==> src/rtl/casc_shift_reg.sv <==
module casc_shift_reg #(
  parameter int STAGES = 2
) (
  input  logic                  clk,
  input  logic                  rst_n,
  input  logic                  load_en,
  input  logic                  ser_in,
  input  logic [4*STAGES-1:0]   par_in,
  input  logic                  out_en_n,
  output logic [4*STAGES-1:0]   q_val,
  output logic [4*STAGES-1:0]   q_drv,
  output logic                  ser_out
);
  localparam int W = 4 * STAGES;

  logic [W-1:0] cells;

  always_ff @(negedge clk or negedge rst_n) begin
    if (!rst_n)       cells <= '0;
    else if (load_en) cells <= par_in;
    else              cells <= {cells[W-2:0], ser_in};
  end

  assign q_val   = cells;
  assign q_drv   = {W{~out_en_n}};
  assign ser_out = cells[W-1];
endmodule


==> config.mk <==
export PLATFORM = sky130hd
export DESIGN_NAME = casc_shift_reg
export DESIGN_NICKNAME = d
export VERILOG_FILES = /design/src/rtl/casc_shift_reg.sv
export SDC_FILE = /design/constraint.sdc
export NUM_CORES = 1
export LEC_CHECK = 0
export BUFFER_PORTS_ARGS = -buffer_cell sky130_fd_sc_hd__clkbuf_2
export CAP_MARGIN = 20
export CORE_AREA = 2 2 39 41
export CTS_CLUSTER_DIAMETER = 60
export DETAILED_ROUTE_END_ITERATION = 7
export DIE_AREA = 0 0 41 43
export GPL_ROUTABILITY_DRIVEN = 0
export HOLD_SLACK_MARGIN = 0.05
export PLACE_DENSITY = 0.62
export SLEW_MARGIN = 10
export SYNTH_ARGS = -nofsm -noshare
export SYNTH_HDL_FRONTEND = slang
export SYNTH_SLANG_ARGS = --single-unit
==> constraint.sdc <==
create_clock -name clk -period 2.24 [get_ports clk]
set_clock_uncertainty 0.05 [all_clocks]
set_input_delay 0.224 -clock clk [delete_from_list [all_inputs] [get_ports clk]]
set_output_delay 0.224 -clock clk [all_outputs]
set_load 0.005 [all_outputs]
==> reports/results.tsv <==
stage	metric	value	unit
outcome	run status	finished, final reports clean	
place	area post-placement	489	um2
hold_path	Hold Crit Start	q_val[5]	
synth	distinct cell type count after synthesis	5	
synth	Yosys warnings	0	
routing	vias per cell	3.85	
synth	Synth Area in Compound Gates	0	%
final_layout	Synth-to-Final Area Change	29.4	%
critical_path	Reg2Reg Depth	1	
critical_path	crit start category	flip-flop	
clocking	Hold-fix buffers, CTS	0	
place	Placed Cells incl. Taps	62	
critical_path	reg2reg end	q_val[3]	
critical_path	critical path class	reg2out	
final_layout	fin area	512	um2
critical_path	maximum fanout along the worst path	2	
floorplan	die width	41	um
pwr	Gate power share	19.5	%
pwr	clock power share	30.7	%
floorplan	die height	43	um
final_layout	register area	200	um2
critical_path	FF-to-FF setup slack	1.42	ns
routing	DRC viols	0	
timing	fin. max-slew vios	0	
synth	Synth Register Bits	8	
synth	Simple-Gate Fraction of Synth Area	0	%
critical_path	CP Cell Sequence	clkbuf_2	
global_routing	largest net degree at the start of global routing	9	
critical_path	Largest delay share family, worst path	flip-flops	
final_layout	most common cell after layout, fill and taps aside	clkbuf_2	
final_layout	fillers	140	
final_layout	commonest cells after routing, fill and taps aside	clkbuf_2 (29), mux2_4 (8), dfrtn_1 (8)	
hold_path	hold worst-path end	q_val[6]	
critical_path	Critical Path RT	1.97	ns
place	IO Port Bufs	29	
timing	Max-slew headroom	81.0	%
job	max_cap viols	0	
synth	Syn Area/Cell	15.2	um2
clocking	Max Root-Sink Buffers	2	
timing	RSZ-0062 raised after global routing	false	
timing	Final Hold Fails	0	
clocking	cts repair resizes	0	
place	Post-DP HPWL	507	um
critical_path	crit end category	output pin	
final_layout	number of diodes	0	
clocking	CTS Buf Count	3	
floorplan	Site Rows	14	
global_routing	initial antenna violation count	0	
timing	Setup TNS Final	0	ns
global_routing	gr ovfl total	0	
clocking	Setup Buffers After CTS	0	
pwr	Int Power	263	uW
synth	syn_nets	39	
routing	Pre-antenna DRT Iters	1	
final_layout	max reg flops	8	
final_layout	layout cells sized above 1	81.6	%
floorplan	I/O pin count	30	
critical_path	slowest CP cell	dfrtn_1	
pwr	Pwr Total	337	uW
hold_path	Hold WC Path Type	reg2reg	
final_layout	fin nets	64	
routing	via count	250	
global_routing	first-pass GRT wire length	952	um
routing	final WL	632	um
pwr	Worst VDD drop	0.000347	V
clocking	worst skew pair latency	0.25	ns
synth	Syn Inst Count	26	
synth	Post-Syn Area	395	um2
clocking	Reg clk slew, reported paths	0.04	ns
timing	Worst-Margin Slew	0.285	ns
routing	DRT iter0 DRCs	0	
pwr	Net Sw Power	73.5	uW
synth	post-synthesis sequential area ratio	50.6	%
critical_path	worst r2r src	q_val[2]	
clocking	Root Driver	clkbuf_4	
pwr	leakage power	0.000299	uW
clocking	H-tree Lvls	1	
final_layout	final std cells w/o fill	65	
routing	WL/cell	9.72	um
synth	Post-Synth Adder-Cell Area	0	%
critical_path	Critical Path AT	1.90	ns
floorplan	die area	1760	um2
clocking	Num Clock Sinks	8	
hold_path	Hold Path Depth	1	
floorplan	core area	1380	um2
global_routing	gr usage total	8.41	%
pwr	Sw Share	21.8	%
final_layout	area occupied by multi-input gates	120	um2
pwr	Pwr Density	658	nW/um2
synth	multiplexer share of the synthesized area	30.4	%
synth	XOR/XNOR Fraction of Synth Area	0	%
pwr	Flop pwr share	49.8	%
critical_path	CP peak stage delay	0.42	ns
routing	Antenna Nets Post-Route	0	
floorplan	Starting Density	28.6	%
critical_path	WP buf/inv	1	
synth	main combinational cell family by area after synthesis	multiplexers	
timing	# setup viols final	0	
global_routing	number of global-route vias before repair	234	
clocking	TritonCTS clock tree	built	
==> through the flow <==
stage / hold slack, ns / worst slack, ns / utilization [%]
after floorplan: 0.417 / 0.265 / -
after global placement: 0.403 / 0.110 / 35.4
after detailed placement: 0.404 / 0.0882 / 35.4
after CTS: 0.411 / 0.0504 / 37.0
after global routing: 0.426 / 0.00163 / 37.0
final: 0.408 / 0.0618 / 37.0
==> routing by layer <==
metal	global-route usage, %	up-vias	routed length [um]
met2	11.6	19	283
met4	6.00	0	0
met5	0	-	0
met1	10.3	108	239
met3	3.14	0	110
li1	-	123	-
==> power by group through the flow <==
stage          clock [uW]  sequential, uW  combinational [uW]
2_1_floorplan           0             171                41.9
3_3_place_gp            0             170                65.8
3_5_place_dp            0             170                67.2
4_1_cts               109             168                67.2
5_1_grt               123             170                72.3
6_report              103             168                65.8
==> cells in the mapped netlist (all sizes together) <==
library cell,number,share of area (%)
buf,9,18
inv,1,0.95
dfrtn,8,51
mux2,8,30
==> worst max path at each step <==
stage,cells past startpoint,endpoint,slack (ns),start
global route,1,q_val[0],0.002,q_val[0]
detailed placement,2,q_val[0],0.09,load_en
CTS,1,q_val[2],0.05,q_val[2]
floorplan,2,q_val[0],0.26,load_en
finish,1,q_val[2],0.06,q_val[2]
global placement,2,q_val[6],0.11,load_en
==> final cells by class <==
type | count | area share [%]
flip-flops and latches | 8 | 39.1
multi-input cells | 8 | 23.5
inverters | 1 | 0.733
repair buffers | 29 | 28.4
clock buffers | 3 | 4.40
well taps | 16 | 3.91
==> logic make-up (layout without fill, tap and decap cells) <==
family / count (synthesis) / in the layout
buffers and inverters: 10 / 33
multiplexers: 8 / 8
flip-flops: 8 / 8
(Power assumes the default switching activity.)
